$ cat src/rtl/tdm_fmt_pkg.sv
package tdm_fmt_pkg;
  typedef enum logic [1:0] {ST_IDLE, ST_LEAD, ST_RUN} fmtState_t;

  // strobes from control to datapath
  typedef struct packed {
    logic load;    // enter a new slot at this edge
    logic take;    // a word is accepted for that slot
    logic shift;   // advance one bit within the slot
  } fmtStrobe_t;
endpackage

$ cat src/rtl/tdm_fmt_ctrl.sv
module tdm_fmt_ctrl
  import tdm_fmt_pkg::*;
#(
  parameter int DATA_W    = 32,
  parameter int MAX_SLOTS = 16,
  localparam int CNT_W    = $clog2(DATA_W + 1),
  localparam int SLOT_W   = $clog2(MAX_SLOTS)
) (
  input  logic                 clk,
  input  logic                 rstN,
  input  logic                 cfgWrite,
  input  logic [SLOT_W-1:0]    cfgSlotsM1,
  input  logic [CNT_W-1:0]     cfgSlotWidth,
  input  logic [CNT_W-1:0]     cfgWordWidth,
  input  logic [MAX_SLOTS-1:0] cfgSlotMask,
  input  logic                 cfgSyncWord,
  input  logic                 cfgSyncEarly,
  input  logic                 cfgSyncLow,
  input  logic                 cfgRightAlign,
  input  logic                 cfgNetwork,
  input  logic                 run,
  input  logic                 inValid,
  output logic                 inReady,
  output fmtStrobe_t           strobe,
  output logic                 txOn,
  output logic                 leadOn,
  output logic                 fsOut,
  output logic                 underrun,
  output logic                 lastSlot,
  output logic                 evenSlot,
  output logic [CNT_W-1:0]     slotWidth,
  output logic [CNT_W-1:0]     wordWidth,
  output logic                 rightAlign,
  output logic                 syncLow,
  output logic [SLOT_W-1:0]    slotsM1
);
  localparam logic [CNT_W-1:0] FULL_W = CNT_W'(DATA_W);

  // configuration held while running
  logic [MAX_SLOTS-1:0] maskR;
  logic syncWordR, earlyR, networkR;

  fmtState_t state;
  logic [CNT_W-1:0]  bitIdx;
  logic [SLOT_W-1:0] slotIdx;

  logic [CNT_W-1:0]  slotWm1;
  logic              atSlotEnd, atFrameEnd, loadNow, nextActive;
  logic              inSlot0, fsActive;
  logic [SLOT_W-1:0] nextSlot;

  always_ff @(posedge clk) begin
    if (!rstN) begin
      slotsM1    <= SLOT_W'(1);
      slotWidth  <= FULL_W;
      wordWidth  <= FULL_W;
      maskR      <= '1;
      syncWordR  <= 1'b1;
      earlyR     <= 1'b0;
      syncLow    <= 1'b0;
      rightAlign <= 1'b0;
      networkR   <= 1'b1;
    end else if (cfgWrite && state == ST_IDLE) begin
      slotsM1    <= cfgSlotsM1;
      slotWidth  <= cfgSlotWidth;
      wordWidth  <= cfgWordWidth;
      maskR      <= cfgSlotMask;
      syncWordR  <= cfgSyncWord;
      earlyR     <= cfgSyncEarly;
      syncLow    <= cfgSyncLow;
      rightAlign <= cfgRightAlign;
      networkR   <= cfgNetwork;
    end
  end

  always_comb begin
    slotWm1    = slotWidth - CNT_W'(1);
    atSlotEnd  = (state == ST_RUN) && (bitIdx == slotWm1);
    atFrameEnd = atSlotEnd && (slotIdx == slotsM1);
    loadNow    = (state == ST_IDLE && run && !earlyR) ||
                 (state == ST_LEAD) ||
                 (atSlotEnd && !(atFrameEnd && !run));
    nextSlot   = (state != ST_RUN || atFrameEnd) ? '0 : slotIdx + SLOT_W'(1);
    nextActive = maskR[nextSlot] && (networkR || nextSlot == '0);
    inReady    = loadNow && nextActive;
    strobe.load  = loadNow;
    strobe.take  = loadNow && nextActive && inValid;
    strobe.shift = (state == ST_RUN);
  end

  always_ff @(posedge clk) begin
    if (!rstN) begin
      state   <= ST_IDLE;
      bitIdx  <= '0;
      slotIdx <= '0;
    end else begin
      unique case (state)
        ST_IDLE: if (run) begin
          state   <= earlyR ? ST_LEAD : ST_RUN;
          bitIdx  <= '0;
          slotIdx <= '0;
        end
        ST_LEAD: begin
          state  <= ST_RUN;
          bitIdx <= '0;
        end
        ST_RUN: begin
          if (atFrameEnd && !run) begin
            state <= ST_IDLE;
          end else if (atSlotEnd) begin
            slotIdx <= nextSlot;
            bitIdx  <= '0;
          end else begin
            bitIdx <= bitIdx + CNT_W'(1);
          end
        end
        default: state <= ST_IDLE;
      endcase
    end
  end

  // slot-level status pulses, shown during the first bit of the new slot
  always_ff @(posedge clk) begin
    if (!rstN) begin
      underrun <= 1'b0;
      lastSlot <= 1'b0;
    end else begin
      underrun <= loadNow && nextActive && !inValid;
      lastSlot <= loadNow && (nextSlot == slotsM1);
    end
  end

  always_comb begin
    txOn     = (state == ST_RUN);
    leadOn   = (state == ST_LEAD);
    evenSlot = txOn && !slotIdx[0];
    inSlot0  = txOn && (slotIdx == '0);
    unique case ({earlyR, syncWordR})
      2'b00:   fsActive = inSlot0 && (bitIdx == '0);
      2'b01:   fsActive = inSlot0;
      2'b10:   fsActive = leadOn || atFrameEnd;
      default: fsActive = leadOn || atFrameEnd || (inSlot0 && bitIdx != slotWm1);
    endcase
    fsOut = fsActive ^ syncLow;
  end
endmodule

$ cat src/rtl/tdm_fmt_dpath.sv
module tdm_fmt_dpath
  import tdm_fmt_pkg::*;
#(
  parameter int DATA_W = 32,
  localparam int CNT_W = $clog2(DATA_W + 1)
) (
  input  logic              clk,
  input  logic              rstN,
  input  fmtStrobe_t        strobe,
  input  logic [DATA_W-1:0] inWord,
  input  logic [CNT_W-1:0]  wordWidth,
  input  logic [CNT_W-1:0]  slotWidth,
  input  logic              rightAlign,
  input  logic              txOn,
  output logic              sdOut
);
  localparam logic [CNT_W-1:0] FULL_W = CNT_W'(DATA_W);

  logic [DATA_W-1:0] shifter, wordMask, placed;
  logic [CNT_W-1:0]  shAmt;

  // slot image held left-justified: bit DATA_W-1 is the bit on the line
  always_comb begin
    wordMask = ~({DATA_W{1'b1}} << wordWidth);
    shAmt    = rightAlign ? (FULL_W - slotWidth) : (FULL_W - wordWidth);
    placed   = (inWord & wordMask) << shAmt;
  end

  always_ff @(posedge clk) begin
    if (!rstN)             shifter <= '0;
    else if (strobe.load)  shifter <= strobe.take ? placed : '0;
    else if (strobe.shift) shifter <= shifter << 1;
  end

  assign sdOut = txOn & shifter[DATA_W-1];
endmodule

$ cat src/rtl/tdm_fmt_tx.sv
module tdm_fmt_tx
  import tdm_fmt_pkg::*;
#(
  parameter int DATA_W    = 32,
  parameter int MAX_SLOTS = 16,
  localparam int CNT_W    = $clog2(DATA_W + 1),
  localparam int SLOT_W   = $clog2(MAX_SLOTS)
) (
  input  logic                 clk,
  input  logic                 rstN,
  input  logic                 cfgWrite,
  input  logic [SLOT_W-1:0]    cfgSlotsM1,
  input  logic [CNT_W-1:0]     cfgSlotWidth,
  input  logic [CNT_W-1:0]     cfgWordWidth,
  input  logic [MAX_SLOTS-1:0] cfgSlotMask,
  input  logic                 cfgSyncWord,
  input  logic                 cfgSyncEarly,
  input  logic                 cfgSyncLow,
  input  logic                 cfgRightAlign,
  input  logic                 cfgNetwork,
  input  logic                 run,
  input  logic [DATA_W-1:0]    inWord,
  input  logic                 inValid,
  output logic                 inReady,
  output logic                 sdOut,
  output logic                 fsOut,
  output logic                 underrun,
  output logic                 lastSlot,
  output logic                 evenSlot
);
  fmtStrobe_t        strobe;
  logic              txOn, leadOn, rightAlign, syncLow;
  logic [CNT_W-1:0]  slotWidth, wordWidth;
  logic [SLOT_W-1:0] slotsM1;

  tdm_fmt_ctrl #(.DATA_W(DATA_W), .MAX_SLOTS(MAX_SLOTS)) u_ctrl (
    .clk(clk), .rstN(rstN), .cfgWrite(cfgWrite), .cfgSlotsM1(cfgSlotsM1),
    .cfgSlotWidth(cfgSlotWidth), .cfgWordWidth(cfgWordWidth),
    .cfgSlotMask(cfgSlotMask), .cfgSyncWord(cfgSyncWord),
    .cfgSyncEarly(cfgSyncEarly), .cfgSyncLow(cfgSyncLow),
    .cfgRightAlign(cfgRightAlign), .cfgNetwork(cfgNetwork), .run(run),
    .inValid(inValid), .inReady(inReady), .strobe(strobe), .txOn(txOn),
    .leadOn(leadOn), .fsOut(fsOut), .underrun(underrun), .lastSlot(lastSlot),
    .evenSlot(evenSlot), .slotWidth(slotWidth), .wordWidth(wordWidth),
    .rightAlign(rightAlign), .syncLow(syncLow), .slotsM1(slotsM1)
  );

  tdm_fmt_dpath #(.DATA_W(DATA_W)) u_dpath (
    .clk(clk), .rstN(rstN), .strobe(strobe), .inWord(inWord),
    .wordWidth(wordWidth), .slotWidth(slotWidth), .rightAlign(rightAlign),
    .txOn(txOn), .sdOut(sdOut)
  );
endmodule

$ cat config.mk
export PLATFORM = sky130hd
export DESIGN_NAME = tdm_fmt_tx
export DESIGN_NICKNAME = d
export VERILOG_FILES = /design/src/rtl/tdm_fmt_pkg.sv /design/src/rtl/tdm_fmt_ctrl.sv /design/src/rtl/tdm_fmt_dpath.sv /design/src/rtl/tdm_fmt_tx.sv
export SDC_FILE = /design/constraint.sdc
export NUM_CORES = 1
export LEC_CHECK = 0
export ABC_AREA = 0
export BUFFER_PORTS_ARGS = -buffer_cell sky130_fd_sc_hd__buf_4
export CORE_MARGIN = 2
export CORE_UTILIZATION = 45
export CTS_BUF_LIST = sky130_fd_sc_hd__clkbuf_4 sky130_fd_sc_hd__clkbuf_8 sky130_fd_sc_hd__clkbuf_16
export CTS_CLUSTER_DIAMETER = 200
export DETAILED_ROUTE_END_ITERATION = 10
export PLACE_DENSITY = 0.74
export SLEW_MARGIN = 25
export SYNTH_ARGS = -nofsm -noshare
export SYNTH_HDL_FRONTEND = slang
export SYNTH_SLANG_ARGS = --single-unit
export TNS_END_PERCENT = 10
$ cat constraint.sdc
create_clock -name clk -period 5.8 [get_ports clk]
set_input_delay 0.29 -clock clk [delete_from_list [all_inputs] [get_ports clk]]
set_output_delay 0.29 -clock clk [all_outputs]
set_load 0.1 [all_outputs]
======== After elaboration in Yosys (flattened, before gate mapping) ========
Index checks and enable logic that the tools add are counted.
Widths: inputs -> output; s select.
word-level totals
  register bits ........................... 83
  bits in latches ......................... 0
  memory bits (writable) .................. 0
  ROM bits ................................ 0
  input bits .............................. 74
  output and inout port bits .............. 6
  word-level logic and storage cells ...... 98
  memories ................................ 0
operators by class
  $add $sub $neg .......................... 5
  multiply operators ...................... 0
  divide/modulo/power cells ............... 0
  $lt $le $gt $ge ......................... 1
  equal/unequal tests ..................... 13
  shifts and indexed selects .............. 2
  mux-type cells .......................... 20
  bitwise gates (word level) .............. 4
  reduce and logical (&&, ||, !) cells .... 38
operators by type and width
  kind                   count
  $mux 32                3
  $and 32x32->32         1
  $not 32->32            1
  $shl 32x6->32          1
  $shl 32x6->32 const A  1
  $mux 6                 4
  $pmux 6 s3             1
  $logic_and 1x1->1      16
  $mux 4                 4
  $sub 6x6->6 const A    2
  $ne 2x2->1 const B     5
  $eq 4x4->1             2
  $logic_not 4->1        2
  $pmux 4 s2             1
  $add 6x1->6 const B    1
  $eq 6x6->1             1
  $logic_not 6->1        1
  $logic_or 1x1->1       6
  $mux 2                 3
  $ne 6x6->1             1
  $pmux 2 s3             1
  $sub 6x1->6 const B    1
  $logic_not 1->1        5
  $lt 4x5->1 const B     1
  14 further kinds       18

======== Depth between registers and ports, before layout ========
Gate-level depths: netlist of run 1.
  depth after elaboration ................. 13
  gate-level depth with buffers ........... 13

======== Modules after synthesis ========
Synthesis of run 1 repeated with hierarchy kept, for this count alone.
unflattened totals
  cell total of the unflattened synthesis .. 833
  area total of the unflattened synthesis .. 6,418.7 µm²
by module, submodules not included
  module         times used  cells an instance  area each (µm²)  sequential area each (µm²)
  tdm_fmt_dpath  1           513                3,836.2          640.6
  tdm_fmt_ctrl   1           320                2,582.5          1,021.0

======== Least setup slack after synthesis of run 1 ========
OpenSTA, ideal clock, no wires.
  path kind ............................... register to register
  from .................................... register u_ctrl.state[0]
  to ...................................... register u_ctrl.underrun
  arrival ................................. 3.776 ns
  slack ................................... 1.907 ns
  stages on the path, launching flop included .. 13
  buffers on the path ..................... 1
  period minus slack after synthesis ...... 3.893 ns
  cell sequence ........................... dfxtp_1 clkbuf_1 nor2b_1 nand2_1 inv_1 o41ai_1 o31a_1 o21ai_4 mux2_2 o211ai_1 a41oi_4 and2_1 and3b_1
on the way
  cells in the longest elaborated chain, start to end .. 10
  elaborated cells on any way between the ends .. 22
  classes of those cells .................. eq/ne: 3; mux: 3; reduce/logical: 16
RTL lines
  what                                                                     RTL line             source
  start: declaration                                                       tdm_fmt_ctrl.sv:43   fmtState_t state;
  start signal: assignment                                                 tdm_fmt_ctrl.sv:99   state <= earlyR ? ST_LEAD : ST_RUN;
  $eq 2x2->1                                                               tdm_fmt_ctrl.sv:78   atSlotEnd = (state == ST_RUN) && (bitIdx == slotWm1);
  $logic_and 1x1->1                                                        tdm_fmt_ctrl.sv:78
  $logic_and 1x1->1                                                        tdm_fmt_ctrl.sv:79   atFrameEnd = atSlotEnd && (slotIdx == slotsM1);
  $logic_or 1x1->1                                                         tdm_fmt_ctrl.sv:83   nextSlot = (state != ST_RUN || atFrameEnd) ? '0 : slotIdx + SLOT_W'(1);
  $mux 4                                                                   tdm_fmt_ctrl.sv:83
  $bmux 1 s4 / $logic_not 4->1 (equally long branches)                     tdm_fmt_ctrl.sv:84   nextActive = maskR[nextSlot] && (networkR || nextSlot == '0);
  $mux 1 (implied by the code) / $logic_or 1x1->1 (equally long branches)  tdm_fmt_ctrl.sv:84
  $logic_and 1x1->1                                                        tdm_fmt_ctrl.sv:84
  $logic_and 1x1->1 (*)                                                    n/a
  named net inReady                                                        tdm_fmt_tx.sv:24     output logic inReady,
  $logic_and 1x1->1 (*)                                                    tdm_fmt_ctrl.sv:128  underrun <= loadNow && nextActive && !inValid;
  end signal: assignment                                                   tdm_fmt_ctrl.sv:128
  end: declaration                                                         tdm_fmt_ctrl.sv:28   output logic underrun,
Mark *: on every way through the listed nets, which the timed path passes. The rest lies on a longest branch. The select of a mux whose other input is x is not followed.
A chain may end at the register's enable or synchronous reset.

======== Worst setup path in the final report of run 1 ========
  from .................................... register u_ctrl.slotWidth[1]
  to ...................................... output inReady
on the way
  cells in the longest elaborated chain, start to end .. 10
  elaborated cells on any way between the ends .. 16
  classes of those cells .................. add/sub: 1; eq/ne: 1; mux: 3; reduce/logical: 11
RTL lines
  what                                                                     RTL line            source
  start: declaration                                                       tdm_fmt_ctrl.sv:31  output logic [CNT_W-1:0] slotWidth,
  start signal: assignment                                                 tdm_fmt_ctrl.sv:65  slotWidth <= cfgSlotWidth;
  $sub 6x1->6 (*)                                                          tdm_fmt_ctrl.sv:77  slotWm1 = slotWidth - CNT_W'(1);
  $eq 6x6->1 (*)                                                           tdm_fmt_ctrl.sv:78
  $logic_and 1x1->1 (*)                                                    tdm_fmt_ctrl.sv:78
  $logic_and 1x1->1                                                        tdm_fmt_ctrl.sv:79
  $logic_or 1x1->1                                                         tdm_fmt_ctrl.sv:83
  $mux 4                                                                   tdm_fmt_ctrl.sv:83
  $bmux 1 s4 / $logic_not 4->1 (equally long branches)                     tdm_fmt_ctrl.sv:84
  $mux 1 (implied by the code) / $logic_or 1x1->1 (equally long branches)  tdm_fmt_ctrl.sv:84
  $logic_and 1x1->1                                                        tdm_fmt_ctrl.sv:84
  $logic_and 1x1->1 (*)                                                    tdm_fmt_ctrl.sv:85  inReady = loadNow && nextActive;
  end: declaration                                                         tdm_fmt_tx.sv:24
Every way passes the cells marked *; elsewhere a longest branch is shown, timed or not. The select of a mux whose other input is x is not followed.

==> results.sh, run 1 <==
export IMPL_cts_buffers=9
export IMPL_drv_slew=0
export IMPL_clkPwrFrac_pct=26.8
export IMPL_drtIter0Drc=747
export IMPL_cp_arrival_ns=4.11
export IMPL_post_route_period_util_pct=75.78
export IMPL_yosysWarnings=0
export IMPL_design_core_area_um2=13770
export IMPL_fp_dieH_um=122.1
export IMPL_die_w_um=122.1
export IMPL_internal_power_w=0.001227
export IMPL_syn_num_nets=918
export IMPL_synth_area_um2=6281
export IMPL_startpoint_type="flip-flop"
export IMPL_die_area_um2=14920
export IMPL_ant_nets=0
export IMPL_pre_cts_slack_ns=1.654
export IMPL_cts_setup_buffers=0
export IMPL_busiest_layer="met2"
export IMPL_worst_slack_ns=1.405
export IMPL_antenna_found_initial=0
export IMPL_drive_gt1_share_pct=16.46
export IMPL_fin_area_um2=7193
export IMPL_hpwl_um=13660
export IMPL_ys_seq_area_share_pct=26.45
export IMPL_worstReg2RegStart="u_ctrl.rightAlign"
export IMPL_root_buffer="clkbuf_16"
export IMPL_postLayoutCoreUtil_pct=52.23
export IMPL_drc=0
export IMPL_vias=6570
export IMPL_clkTransAtPathRegs_ns=0.07
export IMPL_p_per_area_nw_per_um2=283.9
export IMPL_critical_path_class="reg -> out"
export IMPL_routabilityCongestion=1.020
export IMPL_synthArstFlopShare_pct=0
export IMPL_cts_hold_buf=0
export IMPL_clk_path_buf_depth=2
export IMPL_combPwrFrac_pct=40.5
export IMPL_drv_cap=0
export IMPL_worstMarginPinSlew_ns=1.051
export IMPL_met2_usage_pct=41.52
export IMPL_cts_tree="done"
export IMPL_drt_wl_total_um=19030
export IMPL_synth_cells=838
export IMPL_timing_fmax_mhz=227.5
export IMPL_finalHoldViolCount=0
export IMPL_r2r_setup_slack_ns=1.51
export IMPL_seqPwrFrac_pct=32.7
export IMPL_grt_pass1_wl_um=31070
export IMPL_globalRouteMet3Util_pct=4.354
export IMPL_grt_overflow_total=0
export IMPL_tns_ns=0
export IMPL_place_area_um2=6907
export IMPL_cp_max_fo=27
export IMPL_worst_ir_drop_vdd_mv=0.1396
export IMPL_start_util_pct=45.60
export IMPL_finClkSkew_ns=0.008959
export IMPL_row_count=43
export IMPL_leakage_nw=2.855
export IMPL_pin_count=80
export IMPL_min_from="cfgSlotWidth[5]"
export IMPL_syn_area_per_cell_um2=7.495
export IMPL_yosys_register_bits=83
export IMPL_rsz0062_at_grt="no"
export IMPL_status="complete, no violations"
export IMPL_period_needed_ns=4.395
export IMPL_wl_per_cell_um=18.04
export IMPL_grt_pass1_vias=6117
export IMPL_synthToLayoutAreaGrowth_pct=14.52
export IMPL_holdPathEnd="u_ctrl.slotWidth[5]"
export IMPL_insertion_delay_ns=0.34
export IMPL_hold_class="in -> reg"
export IMPL_met1_usage_pct=35.18
export IMPL_relSlewSlack_pct=29.87
export IMPL_grt_usage_pct=25.98
export IMPL_dr_pass1_iters=5
export IMPL_portBuffers=79
export IMPL_h_tree_depth=3
export IMPL_antenna_cells=0
export IMPL_crit_required_ns=5.51
export IMPL_cp_end_kind="output pin"
export IMPL_reg2reg_depth=9
export IMPL_p_switching_w=0.0008150
export IMPL_ctsResizeCount=0
export IMPL_synth_edf_count=0
export IMPL_timing_rr_end="u_dpath.shifter[27]"
export IMPL_fin_nets=950
export IMPL_via_per_inst=6.227
export IMPL_holdPathStages=3
export IMPL_grt_max_degree=81
export IMPL_clock_sinks=83
export IMPL_switching_share_pct=39.91
export IMPL_ys_types=83
export IMPL_setup_violations=0
export IMPL_synth_ff_type="dfxtp_1"
cell families (layout without fill, tap and decap cells):
group	Yosys count	in the layout	share of synthesized area, %
DFF	83	83	26.45
xor gates and xnor gates	28	28	3.904
muxes	47	47	8.127
buffers and inverters	87	124	5.637
AOI/OAI and AO/OA	305	305	33.57
adders and majority gates	6	6	1.195
and+or+nand+nor	282	282	21.12
power groups by stage:
stage / registers, W / clock network [W] / logic [W]
2_1_floorplan: 0.000659 / 0 / 0.000600
6_report: 0.000668 / 0.000546 / 0.000828
3_5_place_dp: 0.000678 / 0 / 0.000804
3_3_place_gp: 0.000678 / 0 / 0.000801
5_1_grt: 0.000674 / 0.000576 / 0.000898
4_1_cts: 0.000666 / 0.000553 / 0.000809
routing by layer:
layer	share of wire, %	routed length [µm]
met3	7.3	1397
met4	2.9	556
met5	0	0
met1	44	8427
met2	45	8651
synth_stat cells (4+ instances only):
| cell | instances | area [µm²] |
|---|---|---|
| a22oi_1 | 7 | 52.55 |
| o31ai_1 | 4 | 30.03 |
| nor2b_1 | 4 | 25.02 |
| and2_1 | 13 | 81.33 |
| o2111ai_1 | 5 | 43.79 |
| nand2_1 | 118 | 442.9 |
| a21boi_0 | 16 | 120.1 |
| mux2_2 | 8 | 90.09 |
| nand4_1 | 11 | 68.82 |
| a211o_1 | 6 | 52.55 |
| nor3_1 | 10 | 50.05 |
| clkbuf_1 | 56 | 210.2 |
| a31oi_1 | 8 | 50.05 |
| o311ai_0 | 5 | 43.79 |
| dfxtp_1 | 83 | 1662 |
| nor2_1 | 54 | 202.7 |
| nor4_1 | 4 | 25.02 |
| a211oi_2 | 4 | 50.05 |
| or3_1 | 7 | 43.79 |
| o211ai_1 | 25 | 187.7 |
| xnor2_1 | 8 | 70.07 |
| o2bb2ai_1 | 4 | 35.03 |
| o221ai_1 | 10 | 87.58 |
| inv_1 | 17 | 63.81 |
| and3_1 | 6 | 37.54 |
| a21oi_1 | 45 | 225.2 |
| a21o_1 | 4 | 30.03 |
| o21a_1 | 13 | 97.59 |
| o22ai_1 | 17 | 106.4 |
| or2_2 | 4 | 25.02 |
| o21ai_0 | 87 | 435.4 |
| nand3_1 | 35 | 175.2 |
| a211oi_1 | 4 | 30.03 |
| buf_1 | 5 | 18.77 |
| mux2i_1 | 36 | 360.4 |
| xor2_1 | 20 | 175.2 |
| buf_2 | 4 | 20.02 |
| ha_1 | 6 | 75.07 |
flip-flops by register name (all words and copies together), names as in the netlist, 2 cells and up:
register and flops:
u_ctrl.slotWidth 6, u_ctrl.state 2, u_ctrl.wordWidth 6, u_dpath.shifter 32, u_ctrl.bitIdx 6, u_ctrl.slotIdx 4, u_ctrl.slotsM1 4, u_ctrl.maskR 16
final cells by class:
class / count / area, µm²
clock buffer: 9 / 225.2
tap: 180 / 225.2
clock inverter: 7 / 58.81
multi-input combinational: 668 / 4283
sequential: 83 / 1662
fill: 1358 / 6580
inverter: 19 / 71.32
timing repair buffer: 89 / 668.1
critical path, cell delays in order, from the launching register on:
cell	delay (ns)
dfxtp_1	0.46
inv_1	0.07
ha_1	0.23
o21ba_2	0.21
a221oi_1	0.35
or2_1	0.28
nand2_2	0.12
o32a_1	0.46
buf_4	0.26
o21bai_1	0.21
a41oi_4	0.58
and2_1	0.24
buf_4	0.29
cell usage in the layout, fill, tap and decap left out, drive strengths merged, types with 21 or more instances in the layout:
cell type	instances
buf	89
nand2	120
nand3	35
inv	21
o21ai	90
o211ai	25
a21oi	46
dfxtp	83
mux2i	36
nor2	54
worst max path at each step:
| stage | slack (ns) | end | start | cells past startpoint |
|---|---|---|---|---|
| floorplan | 1.91 | u_ctrl.underrun | u_ctrl.state[0] | 12 |
| detailed placement | 1.65 | u_dpath.shifter[27] | u_ctrl.rightAlign | 9 |
| global route | 1.08 | inReady | u_ctrl.slotWidth[1] | 12 |
| global placement | 1.73 | u_dpath.shifter[27] | u_ctrl.rightAlign | 9 |
| finish | 1.40 | inReady | u_ctrl.slotWidth[1] | 12 |
| CTS | 1.37 | inReady | u_ctrl.slotWidth[0] | 12 |
stage by stage:
step,hold slack (ns),std cells,total power (W)
finish,0.1544,1055,0.002042
global route,0.1569,1055,0.002148
CTS,0.1498,1055,0.002028
detailed placement,0.4560,1039,0.001483
global placement,0.4528,1039,0.001479
floorplan,0.4141,838,0.001258
Note: power is estimated with default switching activity, not from simulation.
==> run 2: changes to the inputs <==
- clock period: 5.8 -> 4.1 ns (I/O delays scaled with it)
==> results.sh, run 2 (synthesis gave the netlist of run 1 again) <==
export IMPL_fin_nets=961
export IMPL_ant_nets=0
export IMPL_startpoint_type="flip-flop"
export IMPL_leakage_nw=2.919
export IMPL_crit_required_ns=3.89
export IMPL_switching_share_pct=38.05
export IMPL_relSlewSlack_pct=42.02
export IMPL_final_common_cell="nand2_1"
export IMPL_grt_pass1_vias=5804
export IMPL_combPwrFrac_pct=40.5
export IMPL_critical_path_class="reg -> out"
export IMPL_portBuffers=79
export IMPL_worstMarginPinSlew_ns=0.8690
export IMPL_post_route_period_util_pct=88.10
export IMPL_drv_slew=0
export IMPL_biggestRegsByFlops="u_dpath.shifter (32), u_ctrl.maskR (16)"
export IMPL_drt_wl_total_um=18430
export IMPL_ctsResizeCount=0
export IMPL_fin_area_um2=7292
export IMPL_row_count=43
export IMPL_p_switching_w=0.001111
export IMPL_tns_ns=0
export IMPL_p_per_area_nw_per_um2=400.6
export IMPL_drtIter0Drc=690
export IMPL_top_register="u_dpath.shifter"
export IMPL_seqPwrFrac_pct=32.3
export IMPL_cp_max_fo=10
export IMPL_holdPathStages=3
export IMPL_reg2reg_depth=9
export IMPL_hold_class="in -> reg"
export IMPL_synthToLayoutAreaGrowth_pct=16.10
export IMPL_timing_fmax_mhz=276.8
export IMPL_routabilityCongestion=0.9452
export IMPL_antenna_cells=0
export IMPL_start_util_pct=45.60
export IMPL_setup_violations=0
export IMPL_fp_dieH_um=122.1
export IMPL_drc=0
export IMPL_clock_sinks=83
export IMPL_internal_power_w=0.001810
export IMPL_clk_path_buf_depth=2
export IMPL_worst_ir_drop_vdd_mv=0.2356
export IMPL_drive_gt1_share_pct=17.40
export IMPL_die_area_um2=14920
export IMPL_grt_usage_pct=24.51
export IMPL_insertion_delay_ns=0.34
export IMPL_finClkSkew_ns=0.008478
export IMPL_largest_reg_flops=32
export IMPL_fin_cells=1065
export IMPL_grt_pass1_wl_um=29490
export IMPL_grt_overflow_total=0
export IMPL_grt_max_degree=81
export IMPL_via_per_inst=6.106
export IMPL_place_area_um2=6952
export IMPL_final_cell_mix="nand2_1, buf_4, o21ai_0"
export IMPL_root_buffer="clkbuf_16"
export IMPL_drv_cap=0
export IMPL_rsz0062_at_grt="no"
export IMPL_design_core_area_um2=13770
export IMPL_wl_per_cell_um=17.30
export IMPL_period_needed_ns=3.612
export IMPL_place_inst=1045
export IMPL_status="complete, no violations"
export IMPL_antenna_found_initial=0
export IMPL_clkPwrFrac_pct=27.2
export IMPL_die_w_um=122.1
export IMPL_dr_pass1_iters=6
export IMPL_finalHoldViolCount=0
export IMPL_hpwl_um=13210
export IMPL_clkTransAtPathRegs_ns=0.06
export IMPL_cts_buffers=9
export IMPL_cp_arrival_ns=3.41
export IMPL_vias=6503
export IMPL_cts_tree="done"
export IMPL_h_tree_depth=3
export IMPL_cp_end_kind="output pin"
export IMPL_pin_count=80
[run 2: cell types whose count changed in the layout (fill, tap and decap cells not counted), sizes merged]
cell	previous run	this run
inv	21	18
bufinv	0	1
buf	89	100
clkbuf	9	10
[run 2: worst paths after layout]
check	from	end	slack (ns)
max	u_ctrl.slotWidth[1]	inReady	0.49
min	cfgSlotWidth[5]	u_ctrl.slotWidth[5]	0.07
max reg2reg	u_ctrl.rightAlign	u_dpath.shifter[27]	0.61
min reg2reg	u_dpath.shifter[0]	u_dpath.shifter[0]	0.47
[run 2: layer usage]
| layer | global-route usage (%) | vias to the layer above | part of all wire (%) |
|---|---|---|---|
| met4 | 10.06 | 0 | 3.1 |
| met5 | 0 | - | 0 |
| met1 | 33.18 | 2981 | 45 |
| li1 | - | 3179 | - |
| met2 | 38.90 | 303 | 45 |
| met3 | 3.792 | 40 | 7.0 |
[run 2: worst max-delay path: stages (launching register included)]
cell	delay [ns]
dfxtp_1	0.43
inv_1	0.07
ha_1	0.23
o21ba_2	0.21
a221oi_1	0.35
or2_1	0.27
a31oi_2	0.24
a221o_1	0.34
a211oi_2	0.37
a21oi_4	0.13
and2_1	0.18
buf_4	0.23
[run 2: cell type report]
type / count / area [µm²]
clock inverter: 5 / 55.05
multi-input combinational: 668 / 4283
clock buffer: 10 / 232.7
fill: 1340 / 6481
inverter: 19 / 71.32
sequential: 83 / 1662
timing repair buffer: 100 / 763.2
tap: 180 / 225.2
[run 2: metrics by stage]
step           utilization, %  power, W  hold slack [ns]  setup slack (ns)
2_1_floorplan               -  0.001780           0.3291            0.2068
3_3_place_gp            50.47  0.002092           0.4164            0.6408
3_5_place_dp            50.47  0.002093           0.4225            0.5553
4_1_cts                 52.56  0.002890          0.06936            0.1905
5_1_grt                 52.94  0.003066          0.08828            0.2095
6_report                52.94  0.002921          0.07348            0.4877
[run 2: power groups by stage]
stage	clock [W]	sequential [W]	combinational (W)
2_1_floorplan	0	0.000932	0.000848
3_3_place_gp	0	0.000957	0.00113
3_5_place_dp	0	0.000957	0.00114
4_1_cts	0.000807	0.000941	0.00114
5_1_grt	0.000834	0.000952	0.00128
6_report	0.000795	0.000944	0.00118
[run 2: what timing repair did]
item,CTS,global route
buffers inserted,0,5
setup endpoints to repair,0,1
endpoints found under the hold margin,0,0
hold buffers,0,0
==> run 3: changes to the inputs <==
- PLACE_DENSITY: 0.74 -> unset
==> results.sh, run 3 (synthesis gave the netlist of run 1 again) <==
export IMPL_min_from="cfgSyncWord"
export IMPL_h_tree_depth=3
export IMPL_routabilityCongestion=0.9889
export IMPL_cts_tree="done"
export IMPL_r2r_setup_slack_ns=0.48
export IMPL_hpwl_um=15260
export IMPL_clock_sinks=83
export IMPL_cp_arrival_ns=3.59
export IMPL_fillers=1346
export IMPL_finClkSkew_ns=0.008305
export IMPL_grt_pass1_vias=6194
export IMPL_worstMarginPinSlew_ns=0.8003
export IMPL_biggestRegsByFlops="u_dpath.shifter (32), u_ctrl.maskR (16)"
export IMPL_worstReg2RegStart="u_ctrl.slotWidth[1]"
export IMPL_via_per_inst=6.230
export IMPL_design_core_area_um2=13770
export IMPL_tns_ns=0
export IMPL_largest_reg_flops=32
export IMPL_pin_count=80
export IMPL_status="complete, no violations"
export IMPL_drc=0
export IMPL_crit_required_ns=3.89
export IMPL_grt_pass1_wl_um=32480
export IMPL_clk_path_buf_depth=2
export IMPL_grt_max_degree=81
export IMPL_grt_usage_pct=27.77
export IMPL_die_w_um=122.1
export IMPL_p_total_w=0.003126
export IMPL_clkTransAtPathRegs_ns=0.07
export IMPL_period_needed_ns=3.790
export IMPL_antenna_cells=0
export IMPL_post_route_period_util_pct=92.44
export IMPL_p_per_area_nw_per_um2=425.9
export IMPL_startpoint_type="flip-flop"
export IMPL_drive_gt1_share_pct=17.31
export IMPL_drv_slew=0
export IMPL_root_buffer="clkbuf_16"
export IMPL_multi_input_area_um2=4290
export IMPL_wl_per_cell_um=19.21
export IMPL_die_area_um2=14920
export IMPL_dr_pass1_iters=5
export IMPL_holdPathEnd="u_ctrl.syncWordR"
export IMPL_final_cell_mix="nand2_1, buf_4, o21ai_0"
export IMPL_cp_end_kind="output pin"
export IMPL_timing_fmax_mhz=263.8
export IMPL_rsz0062_at_grt="no"
export IMPL_grt_overflow_total=0
export IMPL_setup_violations=0
export IMPL_drtIter0Drc=638
export IMPL_worst_ir_drop_vdd_mv=0.2404
export IMPL_leakage_nw=2.942
export IMPL_fin_nets=959
export IMPL_fp_dieH_um=122.1
export IMPL_ant_nets=0
export IMPL_vias=6629
export IMPL_finalHoldViolCount=0
export IMPL_row_count=43
export IMPL_holdPathStages=3
export IMPL_insertion_delay_ns=0.35
export IMPL_cts_hold_buf=0
export IMPL_drt_wl_total_um=20440
export IMPL_relSlewSlack_pct=46.08
export IMPL_timing_rr_end="u_dpath.shifter[17]"
export IMPL_hold_class="in -> reg"
export IMPL_cp_max_fo=10
export IMPL_portBuffers=79
export IMPL_synthToLayoutAreaGrowth_pct=16.85
export IMPL_critical_path_class="reg -> out"
export IMPL_top_register="u_dpath.shifter"
export IMPL_cts_buffers=9
export IMPL_reg2reg_depth=13
export IMPL_regArea_um2=1662
export IMPL_drv_cap=0
export IMPL_start_util_pct=45.60
export IMPL_final_common_cell="nand2_1"
export IMPL_antenna_found_initial=0
run 3: cell types whose count changed in the layout (fill, tap and decap cells not counted):
cell        change
inv_6           +2
clkinv_2        -2
a211oi_2        -1
clkbuf_4        -1
bufinv_16       +2
inv_8           +2
buf_4           -1
buf_12          -1
clkinvlp_4      -2
a211oi_4        +1
run 3: worst max path at each step:
stage | startpoint | cells past startpoint | to | slack (ns)
6_report | u_ctrl.slotWidth[1] | 11 | inReady | 0.31
3_3_place_gp | u_ctrl.slotWidth[1] | 12 | u_dpath.shifter[22] | 0.62
5_1_grt | u_ctrl.slotWidth[1] | 11 | inReady | 0.03
2_1_floorplan | u_ctrl.state[0] | 12 | u_ctrl.underrun | 0.21
3_5_place_dp | u_ctrl.rightAlign | 10 | u_dpath.shifter[30] | 0.54
4_1_cts | u_ctrl.slotWidth[1] | 11 | inReady | 0.27
run 3: routing by layer:
layer	wire [µm]	global-route usage, %	part of all wire [%]	up-vias
li1	-	-	-	3181
met3	1621	5.337	7.9	31
met1	8923	36.96	44	3109
met5	0	0	0	-
met4	552	9.626	2.7	0
met2	9347	44.94	46	308
run 3: metrics by stage:
stage                     setup slack, ns  std cells  instance area, µm²  hold WS [ns]  util (%)
after floorplan                    0.2068        838                6281        0.3291         -
after global placement             0.6213       1048                6974        0.4155     50.64
after detailed placement           0.5383       1048                6974        0.4229     50.64
after CTS                          0.2721       1064                7330       0.06355     53.22
after global routing              0.03223       1064                7340       0.07090     53.29
final                              0.3099       1064                7340       0.06465     53.29
run 3: power breakdown:
group	leakage [nW]	switching [W]	total, W	internal (W)
clock network	0.174	0.000366	0.000974	0.000608
registers	0.682	0.0000630	0.000939	0.000876
logic	2.09	0.000761	0.00121	0.000452
run 3: cell type report:
class	count	share of cell area, %
clock inverter	7	1.773
tap	180	3.069
multi-input combinational	668	58.46
clock buffer	9	3.069
inverter	19	0.9717
sequential	83	22.64
timing repair buffer	98	10.02
run 3: repair_timing:
item | in CTS | in global routing
buffers inserted | 0 | 0
endpoints found under the setup margin | 0 | 1
resized for setup | 0 | 1
run 3: critical path, stage by stage, from the launching register on:
cell	delay, ns
dfxtp_1	0.46
inv_1	0.07
ha_1	0.23
o21ba_2	0.21
a221oi_1	0.34
or2_1	0.29
a31oi_2	0.26
a221o_1	0.38
a211oi_4	0.42
a21oi_4	0.13
and2_1	0.20
buf_4	0.23
